--- config.mk ---
export PLATFORM = sky130hd
export DESIGN_NAME = uart_rx_ext
export DESIGN_NICKNAME = d
export VERILOG_FILES = /design/src/rtl/uart_rx_pkg.sv /design/src/rtl/uart_rx_bitfsm.sv /design/src/rtl/uart_rx_brkmon.sv /design/src/rtl/uart_rx_flags.sv /design/src/rtl/uart_rx_ext.sv
export SDC_FILE = /design/constraint.sdc
export NUM_CORES = 1
export LEC_CHECK = 0
export ABC_AREA = 1
export CAP_MARGIN = 20
export CELL_PAD_IN_SITES_DETAIL_PLACEMENT = 0
export CELL_PAD_IN_SITES_GLOBAL_PLACEMENT = 1
export CORE_ASPECT_RATIO = 2
export CORE_MARGIN = 2
export CORE_UTILIZATION = 37
export CTS_CLUSTER_SIZE = 25
export DETAILED_ROUTE_END_ITERATION = 10
export PLACE_DENSITY = 0.81
export SETUP_SLACK_MARGIN = 0.4
export SYNTH_ARGS = -nofsm -noshare
export SYNTH_HDL_FRONTEND = slang
export SYNTH_SLANG_ARGS = --single-unit
--- constraint.sdc ---
create_clock -name clk_i -period 1.45 [get_ports clk_i]
set_input_delay 0.29 -clock clk_i [delete_from_list [all_inputs] [get_ports clk_i]]
set_output_delay 0.29 -clock clk_i [all_outputs]
set_load 0.01 [all_outputs]
--- src/rtl/uart_rx_pkg.sv ---
package uart_rx_pkg;
  typedef enum logic [1:0] {ST_IDLE, ST_START, ST_DATA, ST_STOP} rx_state_e;
endpackage

--- src/rtl/uart_rx_bitfsm.sv ---
module uart_rx_bitfsm
  import uart_rx_pkg::*;
#(
  parameter int OVS    = 16,
  parameter int DATA_W = 8
) (
  input  logic              clk_i,
  input  logic              rst_ni,
  input  logic              tick_i,
  input  logic              rx_i,
  input  logic              mode9_i,
  output logic              frm_end_o,
  output logic [DATA_W:0]   frm_bits_o,
  output logic              frm_stop_o,
  output logic              frm_mode9_o
);
  localparam int CNT_W = $clog2(OVS);
  localparam int HALF  = OVS / 2;
  localparam int BIT_W = $clog2(DATA_W + 2);

  rx_state_e         state;
  logic [CNT_W-1:0]  cnt;
  logic [BIT_W-1:0]  bit_cnt;
  logic [DATA_W:0]   sh;
  logic              line_q;
  logic              mode_q;
  logic [BIT_W-1:0]  last_bit;

  assign last_bit = mode_q ? BIT_W'(DATA_W) : BIT_W'(DATA_W - 1);

  always_ff @(posedge clk_i or negedge rst_ni) begin
    if (!rst_ni) begin
      state   <= ST_IDLE;
      cnt     <= '0;
      bit_cnt <= '0;
      sh      <= '0;
      line_q  <= 1'b1;
      mode_q  <= 1'b0;
    end else if (tick_i) begin
      line_q <= rx_i;
      unique case (state)
        ST_IDLE: if (line_q && !rx_i) begin  // falling edge only
          state   <= ST_START;
          cnt     <= '0;
          bit_cnt <= '0;
          mode_q  <= mode9_i;
        end
        ST_START: if (cnt == CNT_W'(HALF - 1)) begin
          state <= rx_i ? ST_IDLE : ST_DATA;
          cnt   <= '0;
        end else cnt <= cnt + 1'b1;
        ST_DATA: if (cnt == CNT_W'(OVS - 1)) begin
          cnt     <= '0;
          sh      <= {rx_i, sh[DATA_W:1]};
          bit_cnt <= bit_cnt + 1'b1;
          if (bit_cnt == last_bit) state <= ST_STOP;
        end else cnt <= cnt + 1'b1;
        ST_STOP: if (cnt == CNT_W'(OVS - 1)) begin
          state <= ST_IDLE;
          cnt   <= '0;
        end else cnt <= cnt + 1'b1;
        default: state <= ST_IDLE;
      endcase
    end
  end

  assign frm_end_o   = tick_i && (state == ST_STOP) && (cnt == CNT_W'(OVS - 1));
  assign frm_stop_o  = rx_i;
  assign frm_mode9_o = mode_q;
  assign frm_bits_o  = mode_q ? sh : {1'b0, sh[DATA_W:1]};

  // a start that is high at its midpoint is dropped
  a_r9_glitch_idle: assert property (@(posedge clk_i) disable iff (!rst_ni)
    (state == ST_START && tick_i && cnt == CNT_W'(HALF - 1) && rx_i) |=> state == ST_IDLE);
  a_r1_end_in_stop: assert property (@(posedge clk_i) disable iff (!rst_ni)
    frm_end_o |=> state == ST_IDLE);
endmodule

--- src/rtl/uart_rx_brkmon.sv ---
module uart_rx_brkmon #(
  parameter int OVS    = 16,
  parameter int DATA_W = 8
) (
  input  logic clk_i,
  input  logic rst_ni,
  input  logic tick_i,
  input  logic rx_i,
  output logic brk_o
);
  // longest frame is DATA_W+3 bits; one more bit period on top
  localparam int BRK_TICKS = (DATA_W + 4) * OVS;
  localparam int CW        = $clog2(BRK_TICKS + 1);

  logic [CW-1:0] low_cnt;

  always_ff @(posedge clk_i or negedge rst_ni) begin
    if (!rst_ni) low_cnt <= '0;
    else if (tick_i) begin
      if (rx_i) low_cnt <= '0;
      else if (low_cnt != CW'(BRK_TICKS)) low_cnt <= low_cnt + 1'b1;
    end
  end

  assign brk_o = tick_i && !rx_i && (low_cnt == CW'(BRK_TICKS - 1));

  a_r10_brk_once: assert property (@(posedge clk_i) disable iff (!rst_ni)
    brk_o |=> !brk_o || !tick_i);
endmodule

--- src/rtl/uart_rx_flags.sv ---
module uart_rx_flags #(
  parameter int DATA_W = 8
) (
  input  logic              clk_i,
  input  logic              rst_ni,
  input  logic              ext_en_i,
  input  logic              strict_i,
  input  logic              done_clr_i,
  input  logic              err_clr_i,
  input  logic              buf_rd_i,
  input  logic              frm_end_i,
  input  logic [DATA_W:0]   frm_bits_i,
  input  logic              frm_stop_i,
  input  logic              frm_mode9_i,
  input  logic              brk_i,
  output logic [DATA_W-1:0] data_o,
  output logic              bit9_o,
  output logic              done_o,
  output logic              fe_o,
  output logic              be_o,
  output logic              ovw_o
);
  logic drop, take;

  assign drop = !frm_mode9_i && strict_i && !ext_en_i && !frm_stop_i;
  assign take = frm_end_i && (ext_en_i || !done_o) && !drop;

  // sets win over clears in the same cycle
  always_ff @(posedge clk_i or negedge rst_ni) begin
    if (!rst_ni) begin
      data_o <= '0;
      bit9_o <= 1'b0;
      done_o <= 1'b0;
      fe_o   <= 1'b0;
      be_o   <= 1'b0;
      ovw_o  <= 1'b0;
    end else begin
      if (done_clr_i) done_o <= 1'b0;
      if (err_clr_i) begin
        fe_o <= 1'b0;
        be_o <= 1'b0;
      end
      if (buf_rd_i) ovw_o <= 1'b0;
      if (take) begin
        data_o <= frm_bits_i[DATA_W-1:0];
        bit9_o <= frm_mode9_i ? frm_bits_i[DATA_W] : frm_stop_i;
        done_o <= 1'b1;
        if (done_o) ovw_o <= 1'b1;
      end
      if (frm_end_i && !frm_stop_i) fe_o <= 1'b1;
      if (brk_i) begin
        be_o <= 1'b1;
        if (ext_en_i) fe_o <= 1'b1;
      end
    end
  end

  a_r7_ovw_needs_ext: assert property (@(posedge clk_i) disable iff (!rst_ni)
    $rose(ovw_o) |-> $past(ext_en_i));
  a_r6_hold_when_full: assert property (@(posedge clk_i) disable iff (!rst_ni)
    (done_o && !ext_en_i) |=> $stable(data_o) && $stable(bit9_o));
  a_r5_strict_drop: assert property (@(posedge clk_i) disable iff (!rst_ni)
    (frm_end_i && drop && !done_clr_i) |=> $stable(done_o) && $stable(data_o));
  a_r4_fe_cause: assert property (@(posedge clk_i) disable iff (!rst_ni)
    $rose(fe_o) |-> $past(frm_end_i && !frm_stop_i || brk_i && ext_en_i));
endmodule

--- src/rtl/uart_rx_ext.sv ---
module uart_rx_ext #(
  parameter int OVS    = 16,
  parameter int DATA_W = 8
) (
  input  logic              clk_i,
  input  logic              rst_ni,
  input  logic              tick_i,
  input  logic              rx_i,
  input  logic              mode9_i,
  input  logic              ext_en_i,
  input  logic              strict_i,
  input  logic              done_clr_i,
  input  logic              err_clr_i,
  input  logic              buf_rd_i,
  output logic [DATA_W-1:0] data_o,
  output logic              bit9_o,
  output logic              done_o,
  output logic              fe_o,
  output logic              be_o,
  output logic              ovw_o
);
  logic            frm_end, frm_stop, frm_mode9, brk;
  logic [DATA_W:0] frm_bits;

  uart_rx_bitfsm #(.OVS(OVS), .DATA_W(DATA_W)) i_bitfsm (
    .clk_i, .rst_ni, .tick_i, .rx_i, .mode9_i,
    .frm_end_o(frm_end), .frm_bits_o(frm_bits),
    .frm_stop_o(frm_stop), .frm_mode9_o(frm_mode9)
  );

  uart_rx_brkmon #(.OVS(OVS), .DATA_W(DATA_W)) i_brkmon (
    .clk_i, .rst_ni, .tick_i, .rx_i, .brk_o(brk)
  );

  uart_rx_flags #(.DATA_W(DATA_W)) i_flags (
    .clk_i, .rst_ni, .ext_en_i, .strict_i, .done_clr_i, .err_clr_i, .buf_rd_i,
    .frm_end_i(frm_end), .frm_bits_i(frm_bits), .frm_stop_i(frm_stop),
    .frm_mode9_i(frm_mode9), .brk_i(brk),
    .data_o, .bit9_o, .done_o, .fe_o, .be_o, .ovw_o
  );

  a_r10_break_line_low: assert property (@(posedge clk_i) disable iff (!rst_ni)
    $rose(be_o) |-> $past(!rx_i));
  a_r8_rd_clears: assert property (@(posedge clk_i) disable iff (!rst_ni)
    (buf_rd_i && !frm_end) |=> !ovw_o);
endmodule

# --- Word-level counts from Yosys, hierarchy flattened ---
# Cells that the tools add are included.
word_totals:
  register_bits: 42
  word_cells: 87
op_classes:
  n_addsub: 3
  eq_ne: 13
  mux: 29
  reduce_logical: 29
ops:
  columns: ["cell", "n"]
  rows:
  - ["$mux W4", 5]
  - ["$mux W8", 2]
  - ["$mux W1", 12]
  - ["$mux W2", 6]
  - ["$pmux W4 S3", 1]
  - ["$logic_and A1 B1 Y1", 11]
  - ["$ne A2 B1 Y1 const B", 5]
  - ["$mux W9", 1]
  - ["$add A4 B1 Y4 const B", 2]
  - ["$add A8 B1 Y8 const B", 1]
  - ["$eq A8 B8 Y1 const B", 1]
  - ["$ne A8 B8 Y1 const B", 1]
  - ["$pmux W2 S4", 1]
  - ["$pmux W4 S2", 1]
  - ["$reduce_bool A2 Y1", 4]
  - ["$reduce_and A3 Y1", 2]
  - ["$reduce_and A6 Y1", 1]
  - ["$logic_not A1 Y1", 5]
  - ["$eq A2 B2 Y1 const B", 2]
  - ["$eq A4 B3 Y1 const B", 1]
  - ["$eq A4 B4 Y1", 1]
  - ["$eq A4 B4 Y1 const B", 1]
  - ["$reduce_and A2 Y1", 2]
  - ["$reduce_and A4 Y1", 1]
  - ["4 further kinds", 4]

# --- Longest topological paths before layout ---
# Gate-level depths: netlist (run 1).
logic_depth:
  depth_word: 7
  mapped_depth: 9

# --- Cells and area by module ---
# From an unflattened synthesis (run 1), not the netlist that was laid out.
hier_totals:
  hier_cells: 288
  area_unflattened_um2: 2293.4
by_module_without_submodules:
  columns: ["module", "n_inst", "seq_area_each_um2", "area_per_inst_um2", "cells_per_inst"]
  rows:
  - ["uart_rx_bitfsm", 1, 526.8, 1159.9, 145]
  - ["uart_rx_flags", 1, 325.3, 575.6, 65]
  - ["uart_rx_brkmon", 1, 200.2, 558.0, 78]

# --- Worst setup path after synthesis (run 1) ---
# Ideal clock, no wire load.
synth_path:
  path_kind: "register -> register"
  startpoint: "register i_bitfsm.cnt[0]"
  endpoint: "register i_flags.data_o[3]"
  path_slack_ns: 0.084
  stages_incl_launch_ff: 8
  t_arrival_ns: 1.243
  synth_period_minus_slack_ns: 1.366
  path_cell_list: "dfrtp_1 ha_1 nand3_2 nor3_2 nand3_2 buf_4 nand2_1 o21ai_2"
synth_between:
  elab_chain_len: 4
synth_rtl:
  columns: ["item", "line", "text"]
  rows:
  - ["from (decl)", "uart_rx_bitfsm.sv:22", "logic [CNT_W-1:0] cnt;"]
  - ["from (signal assigned)", "uart_rx_bitfsm.sv:51", "end else cnt <= cnt + 1'b1;"]
  - ["from (signal assigned)", "uart_rx_bitfsm.sv:57", "end else cnt <= cnt + 1'b1;"]
  - ["from (signal assigned)", "uart_rx_bitfsm.sv:61", "end else cnt <= cnt + 1'b1;"]
  - ["$eq A4 B4 Y1", "uart_rx_bitfsm.sv:67", "assign frm_end_o = tick_i && (state == ST_STOP) && (cnt == CNT_W'(OVS - 1));"]
  - ["$logic_and A1 B1 Y1", "uart_rx_bitfsm.sv:67", null]
  - ["$logic_and A1 B1 Y1 (2 in series)", "uart_rx_flags.sv:26", "assign take = frm_end_i && (ext_en_i || !done_o) && !drop;"]
  - ["to (signal assigned)", "uart_rx_flags.sv:45", "data_o <= frm_bits_i[DATA_W-1:0];"]
  - ["to (decl)", "uart_rx_flags.sv:16", "output logic [DATA_W-1:0] data_o,"]
# Every way passes these cells.
# A chain may end at the register's enable or synchronous reset.

# --- Worst setup path in the final report (run 1) ---
layout_path:
  startpoint: "register i_bitfsm.state[0]"
  endpoint: "register i_bitfsm.sh[5]"
layout_between:
  elab_chain_len: 2
layout_rtl:
  columns: ["item", "line", "text"]
  rows:
  - ["from (decl)", "uart_rx_bitfsm.sv:21", "rx_state_e state;"]
  - ["from (signal assigned)", "uart_rx_bitfsm.sv:49", "state <= rx_i ? ST_IDLE : ST_DATA;"]
  - ["$eq A2 B2 Y1", "uart_rx_bitfsm.sv:41", "unique case (state)"]
  - ["$reduce_and A3 Y1 (no line)", null, null]
  - ["to (signal assigned)", "uart_rx_bitfsm.sv:54", "sh <= {rx_i, sh[DATA_W:1]};"]
  - ["to (decl)", "uart_rx_bitfsm.sv:24", "logic [DATA_W:0] sh;"]
# Every way passes these cells.

==> results of run 1 <==
==> per-stage QoR <==
stage	power, mW	setup TNS, ps	util, %
2_1_floorplan	2.14	0	-
3_3_place_gp	2.45	-4270	45.9
3_5_place_dp	2.48	-4790	45.9
4_1_cts	3.91	0	51.6
5_1_grt	4.35	-7.73	55.5
6_report	4.08	0	55.5
==> state kept, by name, indices dropped and copies added (netlist names), named ones only <==
name / cells
i_bitfsm.sh: 9
i_brkmon.low_cnt: 8
i_flags.data_o: 8
i_bitfsm.bit_cnt: 4
i_bitfsm.cnt: 4
i_bitfsm.frm_mode9_o: 1
i_bitfsm.line_q: 1
i_bitfsm.state: 1
i_flags.be_o: 1
i_flags.bit9_o: 1
i_flags.done_o: 1
i_flags.fe_o: 1
i_flags.ovw_o: 1
==> how the worst max path moves through the flow <==
stage                                                 end  slack, ps                     startpoint  depth (start not counted)
after floorplan             i_flags.data_o[3]$_DFFE_PN0P_        130    i_bitfsm.cnt[0]$_DFFE_PN0P_                          7
after global placement    i_bitfsm.bit_cnt[0]$_DFFE_PN0P_       -180                         tick_i                          6
after detailed placement    i_flags.data_o[3]$_DFFE_PN0P_       -190                         tick_i                          7
after CTS                   i_flags.data_o[3]$_DFFE_PN0P_         40    i_bitfsm.cnt[0]$_DFFE_PN0P_                          7
after global routing           i_bitfsm.sh[7]$_DFFE_PN0P_         -5  i_bitfsm.state[0]$_DFFE_PN0P_                          5
final                          i_bitfsm.sh[5]$_DFFE_PN0P_         80  i_bitfsm.state[0]$_DFFE_PN0P_                          5
==> cells by family (layout without fill, tap and decap cells) <==
logic type | count (synthesis) | after routing | share of synthesized area, %
flip-flops | 42 | 42 | 49.5
XOR/XNOR | 4 | 4 | 1.65
buffers and inverters | 43 | 109 | 8.77
AND/OR/NAND/NOR | 117 | 117 | 23.8
AO/OA/AOI/OAI | 54 | 54 | 13.9
adder cells (fa/ha/maj) | 4 | 4 | 2.35
==> timing repair <==
item	in CTS	in global routing
endpoints found under the hold margin	14	0
buffers inserted	16	9
pin swaps	14	15
gates resized for setup	71	55
endpoints found under the setup margin	54	55
hold buffers	1	0
==> layout by cell type (no fill, tap or decap), types with 6 or more instances in the layout <==
cell type and instances:
nand2_1 51, dfrtp_1 38, buf_4 35, inv_1 28
o21ai_0 16, o21ai_2 14, nand2_2 13, buf_2 13
nor2_1 10, nand3_1 10, o21ai_1 9, a21oi_1 9
inv_2 7, nand4_1 7, nand2_4 7, clkdlybuf4s50_1 6
buf_6 6
==> power breakdown <==
| part | total [mW] | leakage [nW] | internal (mW) | switching, mW |
|---|---|---|---|---|
| registers | 1.50 | 0.527 | 1.32 | 0.182 |
| clock network | 1.25 | 0.0771 | 0.812 | 0.437 |
| logic | 1.33 | 0.859 | 0.591 | 0.736 |
| total | 4.08 | 1.46 | 2.72 | 1.36 |
==> cell usage after synthesis (all sizes together) <==
| cell | count |
|---|---|
| dfstp | 1 |
| nand2 | 71 |
| a21oi | 11 |
| nand4 | 7 |
| nand3 | 17 |
| dfrtp | 41 |
| xor2 | 4 |
| ha | 4 |
| o21ai | 39 |
| nor3 | 2 |
| nor2 | 18 |
| a22oi | 2 |
| inv | 35 |
| buf | 7 |
| clkbuf | 1 |
| nor4 | 1 |
| or2 | 1 |
| o22ai | 2 |
==> routing by layer <==
metal / vias to the layer above / global-route usage [%]
met3: 10 / 3.97
li1: 985 / -
met2: 39 / 25.7
met5: - / 0
met1: 888 / 19.6
met4: 0 / 5.89
==> critical path: stages, from the launching register on <==
cell and delay [ps]:
dfrtp_2 450, buf_4 150, nor4_2 260, buf_4 260
nor2_1 60, a21oi_1 110
==> layout make-up <==
| cell class | count | area, um^2 | area share (%) |
|---|---|---|---|
| clock inverter | 2 | 37.5 | 1.21 |
| sequential | 42 | 1060 | 33.9 |
| multi-input combinational | 179 | 1150 | 37.0 |
| timing repair buffer | 66 | 531 | 17.0 |
| inverter | 35 | 131 | 4.22 |
| tap | 61 | 76.3 | 2.45 |
| clock buffer | 6 | 129 | 4.14 |
==> reports/results.tsv, run 1 <==
metric	value	unit
status	finished clean	
Initial Util	37.9	%
die height	111	um
dpl ws	-195	ps
max_cap viols	0	
Worst-path clk slew	60	ps
Final nets	343	
top routing layer in use	met4	
CTS root buf	clkbuf_16	
post-route cell area	3110	um^2
H-tree depth	2	
max-slew violations	0	
Finish-stage setup viols	0	
maximum fanout along the worst path	20	
worst endpoint required time	1660	ps
R2R cell count	5	
clk sink count	42	
core area	5610	um^2
antenna diode count	0	
worst clock skew	3.34	ps
grt ovf	0	
Mapped Area	2130	um^2
largest net degree at the start of global routing	28	
CTS tree	done	
Yosys reg bits	42	
relative slew slack	81.8	%
FF-to-FF End	i_bitfsm.sh[5]$_DFFE_PN0P_	
Tcrit/Tclk final	94.8	%
Peak Freq	0.728	GHz
# rows	39	
HP Class	primary input to async pin	
cells after synthesis	264	
drt pass-1 iters	4	
largest cells by area after synthesis	dfrtp_1 48%, nand2_1 13%, o21ai_0 6.6%	
vias in the first global route	1842	
Slew @ Worst Pin	271	ps
Num CTS Buffers	5	
r2r startpoint	i_bitfsm.state[0]$_DFFE_PN0P_	
met2 wire length	2450	um
Data arrival, critical path	1580	ps
die width	57.6	um
syn_nets	278	
antenna-violating nets left	0	
pwr/cell area	1310	nW/um^2
Vias	1922	
number of instances in the placed design	357	
num ports	23	
Syn Area/Cell	8.05	um^2
post-synthesis sequential area ratio	49.5	%
wire length per cell	12.2	um
initial drt markers	70	
Area Growth Syn to Fin	46.4	%
met3 routed WL	219	um
CTS max path bufs	2	
drc violations	0	
placed cell areas	2580	um^2
die footprint	6400	um^2
met1 WL	2020	um
Final Hold Violating Endpoints	0	
Syn. warnings	0	
CP Launch Type	register	
Total GRT Usage	15.8	%
Vias/cell	4.92	
P_leak	1.46	nW
initial antenna violation count	0	
input/output buffers	22	
hold slack	434	ps
FILL cells	503	
Crit Path Category	register to register	
Setup crit end kind	register	
clock latency at the later pin of the worst-skew pair	280	ps
cell taking the most area after synthesis	dfrtp_1	
final wirelength	4780	um
layout cells sized above 1	40.6	%
first-pass GRT wire length	8010	um
share of the synthesized area in the top cell type	48.3	%
final setup margin	76.1	ps
RSZ-0062 raised after global routing	yes	
Final GP Congestion	0.788	
fin crit period	1370	ps
FF-to-FF setup slack	80	ps
Post-DP HPWL	3200	um
worst vdd ir	1.08	mV
count of cell types in the netlist	26	
fin cells	391	
No activity file was read; power rests on OpenSTA's default activity.
==> run 2, diff against run 1 <==
- CORE_UTILIZATION: 37 -> 45
- PLACE_DENSITY: 0.81 -> 0.91
- clock period: 1.45 -> 1.78 ns (I/O delays scaled with it)
==> run 2 against run 1 <==
Register-to-register slack improved by 330 ps. Fmax down 0.13%. Wire length fell by 2.4%. Utilization up 3.8 points. Worst hold slack worse by 310 ps. Via count fell by 4.5%. Critical path depth up 1. Design area down 13%. Worst setup slack improved by 330 ps. Clock power shrank 40%. Largest cell class is now sequential cells.
==> reports/results.tsv, run 2 (synthesis results as in run 1) <==
metric	value	unit	change
fin cells	361		was 391
die width	52.6	um	was 57.6 um
P_leak	1.31	nW	was 1.46 nW
most flop-heavy register	i_bitfsm.sh		unchanged
Data arrival, critical path	1590	ps	was 1580 ps
Tcrit/Tclk final	77.3	%	was 94.8%
wire length per cell	12.9	um	was 12.2 um
Worst-path clk slew	80	ps	was 60 ps
Peak Freq	0.727	GHz	was 0.728 GHz
relative slew slack	64.0	%	was 81.8%
CP max stage cell	dfrtp_1		was dfrtp_2
count of hold-fix buffers inserted at cts	0		was 1
Num CTS Buffers	5		unchanged
clk sink count	42		unchanged
GR Util met1	20.0	%	was 19.6%
vias in the first global route	1747		was 1842
# rows	35		was 39
worst-path cell chain	ha_4 -> nand3_4 -> nor4_4 -> buf_6 -> nor2_1 -> a21oi_1		was buf_4 -> nor4_2 -> buf_4 -> nor2_1 -> a21oi_1
core area	4600	um^2	was 5610 um^2
Crit Path Category	register to register		unchanged
num ports	23		unchanged
die footprint	5320	um^2	was 6400 um^2
initial antenna violation count	0		unchanged
Slew @ Worst Pin	540	ps	was 271 ps
initial drt markers	41		was 70
critical path's top delay family	simple AND/OR/NAND/NOR gates		was flip-flops
routing usage on met2	34.9	%	was 25.7%
final wirelength	4670	um	was 4780 um
RSZ-0062 raised after global routing	yes		unchanged
Regs by FF count	i_bitfsm.sh (9), i_brkmon.low_cnt (8), i_flags.data_o (8)		unchanged
total power	2.81	mW	was 4.08 mW
Total GRT Usage	18.7	%	was 15.8%
Area Growth Syn to Fin	28.1	%	was 46.4%
CTS tree	done		unchanged
pwr/cell area	1030	nW/um^2	was 1310 nW/um^2
Vias	1836		was 1922
met3 Use GR	3.54	%	was 3.97%
max-slew violations	0		unchanged
H-tree depth	2		unchanged
Setup crit end kind	register		unchanged
worst clock skew	7.91	ps	was 3.34 ps
CTS max path bufs	2		unchanged
area of the multi-input gates	996	um^2	was 1150 um^2
Final GP Congestion	0.850		was 0.788
status	finished clean		unchanged
HP Class	primary input to async pin		unchanged
TNS Setup	0	ps	unchanged
grt ovf	0		unchanged
FILL cells	437		was 503
worst vdd ir	0.722	mV	was 1.08 mV
CTS root buf	clkbuf_8		was clkbuf_16
die height	101	um	was 111 um
Vias/cell	5.09		was 4.92
max FFs per register	9		unchanged
clock latency at the later pin of the worst-skew pair	290	ps	was 280 ps
layout cells sized above 1	18.3	%	was 40.6%
fin crit period	1380	ps	was 1370 ps
max_cap viols	0		unchanged
Slowest Stage Delay on Critical Path	400	ps	was 450 ps
number of instances in the placed design	343		was 357
first-pass GRT wire length	7580	um	was 8010 um
Post-DP HPWL	3120	um	was 3200 um
Bufs and invs on worst path	1		was 2
drt pass-1 iters	4		unchanged
Final Hold Violating Endpoints	0		unchanged
drc violations	0		unchanged
antenna-violating nets left	0		unchanged
Final nets	319		was 343
commonest non-fill, non-tap cell in the layout	nand2_1		unchanged
worst endpoint required time	1990	ps	was 1660 ps
maximum fanout along the worst path	10		was 20
Finish-stage setup viols	0		unchanged
largest net degree at the start of global routing	43		was 28
GR peak layer	met2		unchanged
Initial Util	46.2	%	was 37.9%
input/output buffers	22		unchanged
CP Launch Type	register		unchanged
antenna diode count	0		unchanged
register area	1050	um^2	was 1060 um^2
most frequent cells in the layout	69 x nand2_1, 39 x dfrtp_1, 30 x inv_1		was 51 x nand2_1, 38 x dfrtp_1, 35 x buf_4
[run 2: cell count changes in the layout (fill, tap and decap cells not counted), sizes merged]
cell,change
dlymetal6s2s,+1
clkbuf,-1
dlygate4sd2,+12
buf,-36
dlygate4sd3,-1
o21ai,+1
[run 2: metrics by stage]
stage | worst slack (ps) | hold WS, ps | area (um^2) | utilization (%)
2_1_floorplan | 414 | 60.4 | 2130 | -
3_3_place_gp | 57.1 | 462 | 2440 | 53.1
3_5_place_dp | 43.2 | 462 | 2440 | 53.1
4_1_cts | 383 | 150 | 2590 | 56.3
5_1_grt | 281 | 177 | 2720 | 59.2
6_report | 404 | 124 | 2720 | 59.2
[run 2: worst register-to-register path: stages, from the launching register on]
cell and delay [ps]:
dfrtp_1 400, ha_4 170, nand3_4 130, nor4_4 250, buf_6 190, nor2_1 40
a21oi_1 120
[run 2: path summary, 6_finish.rpt]
kind | start | to | slack, ps | cells past startpoint
setup / recovery | i_bitfsm.cnt[1]$_DFFE_PN0P_ | i_bitfsm.sh[5]$_DFFE_PN0P_ | 400 | 6
setup reg to reg | i_bitfsm.cnt[1]$_DFFE_PN0P_ | i_bitfsm.sh[5]$_DFFE_PN0P_ | 400 | 6
hold / removal | rst_ni | i_flags.ovw_o$_DFF_PN0_ | 120 | 2
max in group asynchronous | rst_ni | i_bitfsm.state[0]$_DFFE_PN0P_ | 1250 | 2
hold reg to reg | i_bitfsm.line_q$_DFFE_PN1P_ | i_bitfsm.line_q$_DFFE_PN1P_ | 470 | 2
min in group clk_i | rx_i | i_brkmon.low_cnt[4]$_DFFE_PN0P_ | 440 | 3
[run 2: timing repair]
action                     CTS  global route
gates resized for setup     22            31
pin swaps                    1             9
cloned                       0             3
setup buffers                2             5
setup endpoints to repair   44            31
[run 2: cell type report]
class	instances	share of cell area, %
Tap cell	55	2.53
Timing Repair Buffer	41	13.3
Inverter	35	4.82
Multi-Input combinational cell	180	36.6
Sequential cell	42	38.7
Clock buffer	6	2.66
Clock inverter	2	1.38
[run 2: per-layer routing]
metal	wire length (um)	share of wire [%]	up-vias
met5	0	0	-
met4	91	1.9	0
met3	91	1.9	9
met2	2700	58	25
met1	1780	38	868
li1	-	-	934
[run 2: power breakdown]
part | switching, mW | internal [mW]
Clock | 0.335 | 0.419
Combinational | 0.493 | 0.345
Sequential | 0.150 | 1.07
==> run 3, diff against run 2 <==
- CORE_UTILIZATION: 45 -> 37
- PLACE_DENSITY: 0.91 -> 0.81
- clock period: 1.78 -> 1.1 ns (I/O delays scaled with it)
==> run 3 against run 2 <==
The run now ends with negative hold slack, negative setup slack left. Non-clock buffer count increased by 45. Clock power increased by 95%. Final cell count increased by 14%. Die area increased by 20%. Sequential share of layout area decreased by 6.1 points. Combinational power increased by 140%. Critical path type unchanged.
==> reports/results.tsv, run 3 (synthesis results as in run 1) <==
metric	value	unit	change
status	finished with violations		was finished clean
failing checks	negative hold slack, negative setup slack		
CTS tree	done		unchanged
maximum fanout along the worst path	4		was 10
drt pass-1 iters	6		was 4
drc violations	0		unchanged
Finish-stage setup viols	39		was 0
post-route cell area	3230	um^2	was 2720 um^2
pwr/cell area	1690	nW/um^2	was 1030 nW/um^2
Total GRT Usage	17.9	%	was 18.7%
worst endpoint required time	1280	ps	was 1990 ps
CTS root buf	clkbuf_16		was clkbuf_8
Layout Utilization	57.6	%	was 59.2%
Flop pwr share	35.9	%	was 43.4%
commonest non-fill, non-tap cell in the layout	nand2_1		unchanged
Tcrit/Tclk final	124	%	was 77.3%
share of power burned in combinational logic	37.4	%	was 29.8%
die footprint	6400	um^2	was 5320 um^2
Final nets	363		was 319
input/output buffers	22		unchanged
antenna diode count	0		unchanged
Vias	2017		was 1836
clock share of power	26.8	%	about the same
TNS Setup	-6750	ps	was 0 ps
largest net degree at the start of global routing	24		was 43
CP Launch Type	register		unchanged
worst vdd ir	1.57	mV	was 0.722 mV
H-tree depth	2		unchanged
Final GP Congestion	0.817		was 0.850
total power	5.48	mW	was 2.81 mW
max_cap viols	0		unchanged
Slew @ Worst Pin	329	ps	was 540 ps
R2R cell count	9		was 6
P_leak	1.56	nW	was 1.31 nW
vias in the first global route	1991		was 1747
antenna-violating nets left	0		unchanged
Peak Freq	0.730	GHz	was 0.727 GHz
Data arrival, critical path	1550	ps	was 1590 ps
final wirelength	5500	um	was 4670 um
most frequent cells in the layout	60 x nand2_1, 46 x buf_4, 38 x dfrtp_1		was 69 x nand2_1, 39 x dfrtp_1, 30 x inv_1
fin crit period	1370	ps	was 1380 ps
clk sink count	42		unchanged
Crit Path Category	register to register		unchanged
clock latency at the later pin of the worst-skew pair	290	ps	about the same
Final Hold Violating Endpoints	9		was 0
max-slew violations	0		unchanged
layout cells sized above 1	40.3	%	was 18.3%
max FFs per register	9		unchanged
Vias/cell	4.91		was 5.09
worst clock skew	8.13	ps	was 7.91 ps
placed cell areas	2790	um^2	was 2440 um^2
hold slack	-179	ps	was 124 ps
wire length per cell	13.4	um	was 12.9 um
grt ovf	0		unchanged
Initial Util	37.9	%	was 46.2%
Internal Power	3.57	mW	was 1.83 mW
die height	111	um	was 101 um
Setup crit end kind	register		unchanged
fin cells	411		was 361
Regs by FF count	i_bitfsm.sh (9), i_brkmon.low_cnt (8), i_flags.data_o (8)		unchanged
dpl ws	-442	ps	was 43.2 ps
final setup margin	-269	ps	was 404 ps
relative slew slack	78.1	%	was 64.0%
Post-DP HPWL	3660	um	was 3120 um
RSZ-0062 raised after global routing	yes		unchanged
FF-to-FF setup slack	-270	ps	was 400 ps
number of instances in the placed design	383		was 343
core area	5610	um^2	was 4600 um^2
Num CTS Buffers	5		unchanged
initial antenna violation count	0		unchanged
HP Class	primary input to async pin		unchanged
initial drt markers	63		was 41
die width	57.6	um	was 52.6 um
Worst-path clk slew	70	ps	was 80 ps
CTS max path bufs	2		unchanged
Sw Pwr	1.91	mW	was 0.978 mW
Area Growth Syn to Fin	52.1	%	was 28.1%
Sw Ratio	34.8	%	about the same
r2r startpoint	i_bitfsm.cnt[1]$_DFFE_PN0P_		unchanged
# rows	39		was 35
first-pass GRT wire length	9090	um	was 7580 um
num ports	23		unchanged
most flop-heavy register	i_bitfsm.sh		unchanged
-- run 3: cell types whose count changed in the layout (fill, tap and decap cells not counted), sizes merged --
cell and delta:
dlymetal6s2s -1, buf +58, o21ai -1, bufinv -1
clkbuf -1, dlygate4sd2 -13, clkdlybuf4s50 +1, clkinv +2
-- run 3: cell type report --
type	instances	area (um^2)
clock inverters	3	21.3
inverters	35	131
repair buffers	86	729
fillers	493	2380
well taps	61	76.3
flip-flops and latches	42	1060
multi-input cells	179	1090
clock buffers	5	125
-- run 3: what timing repair did --
| action | CTS | global route |
|---|---|---|
| setup endpoints to repair | 55 | 55 |
| setup buffers | 10 | 10 |
| gates resized for setup | 84 | 25 |
| pin swaps | 18 | 14 |
| endpoints found under the hold margin | 9 | 9 |
-- run 3: worst max-delay path by stage --
| stage | startpoint | endpoint | slack (ps) | cells after the start |
|---|---|---|---|---|
| after floorplan | i_bitfsm.cnt[0]$_DFFE_PN0P_ | i_flags.data_o[3]$_DFFE_PN0P_ | -220 | 7 |
| after global placement | tick_i | i_bitfsm.bit_cnt[0]$_DFFE_PN0P_ | -450 | 6 |
| after detailed placement | rx_i | i_bitfsm.bit_cnt[2]$_DFFE_PN0P_ | -440 | 9 |
| after CTS | i_bitfsm.cnt[1]$_DFFE_PN0P_ | i_flags.data_o[0]$_DFFE_PN0P_ | -250 | 7 |
| after global routing | i_bitfsm.cnt[0]$_DFFE_PN0P_ | register | -340 | 9 |
| final | i_bitfsm.cnt[1]$_DFFE_PN0P_ | register | -270 | 9 |
-- run 3: metal layers --
layer | vias to the layer above | wire length [um] | track usage [%]
met5 | - | 0 | 0
met4 | 0 | 175 | 8.22
met3 | 17 | 136 | 3.03
met2 | 37 | 2850 | 28.9
met1 | 943 | 2340 | 22.7
li1 | 1020 | - | -
-- run 3: power by group through the flow --
stage | combinational [mW] | sequential, mW | clock, mW
CTS | 1.74 | 1.96 | 1.50
finish | 2.05 | 1.97 | 1.47
detailed placement | 1.61 | 1.98 | 0
global placement | 1.57 | 1.97 | 0
floorplan | 0.955 | 1.94 | 0
global route | 2.24 | 1.99 | 1.57
-- run 3: critical path, cell delays in order, from the launching register on --
cell	delay, ps
dfrtp_1	390
ha_4	160
buf_4	110
nand3_2	80
nand2_2	100
nand2_2	70
nor2_4	140
nand3_2	80
nand2_1	70
nand2_1	50
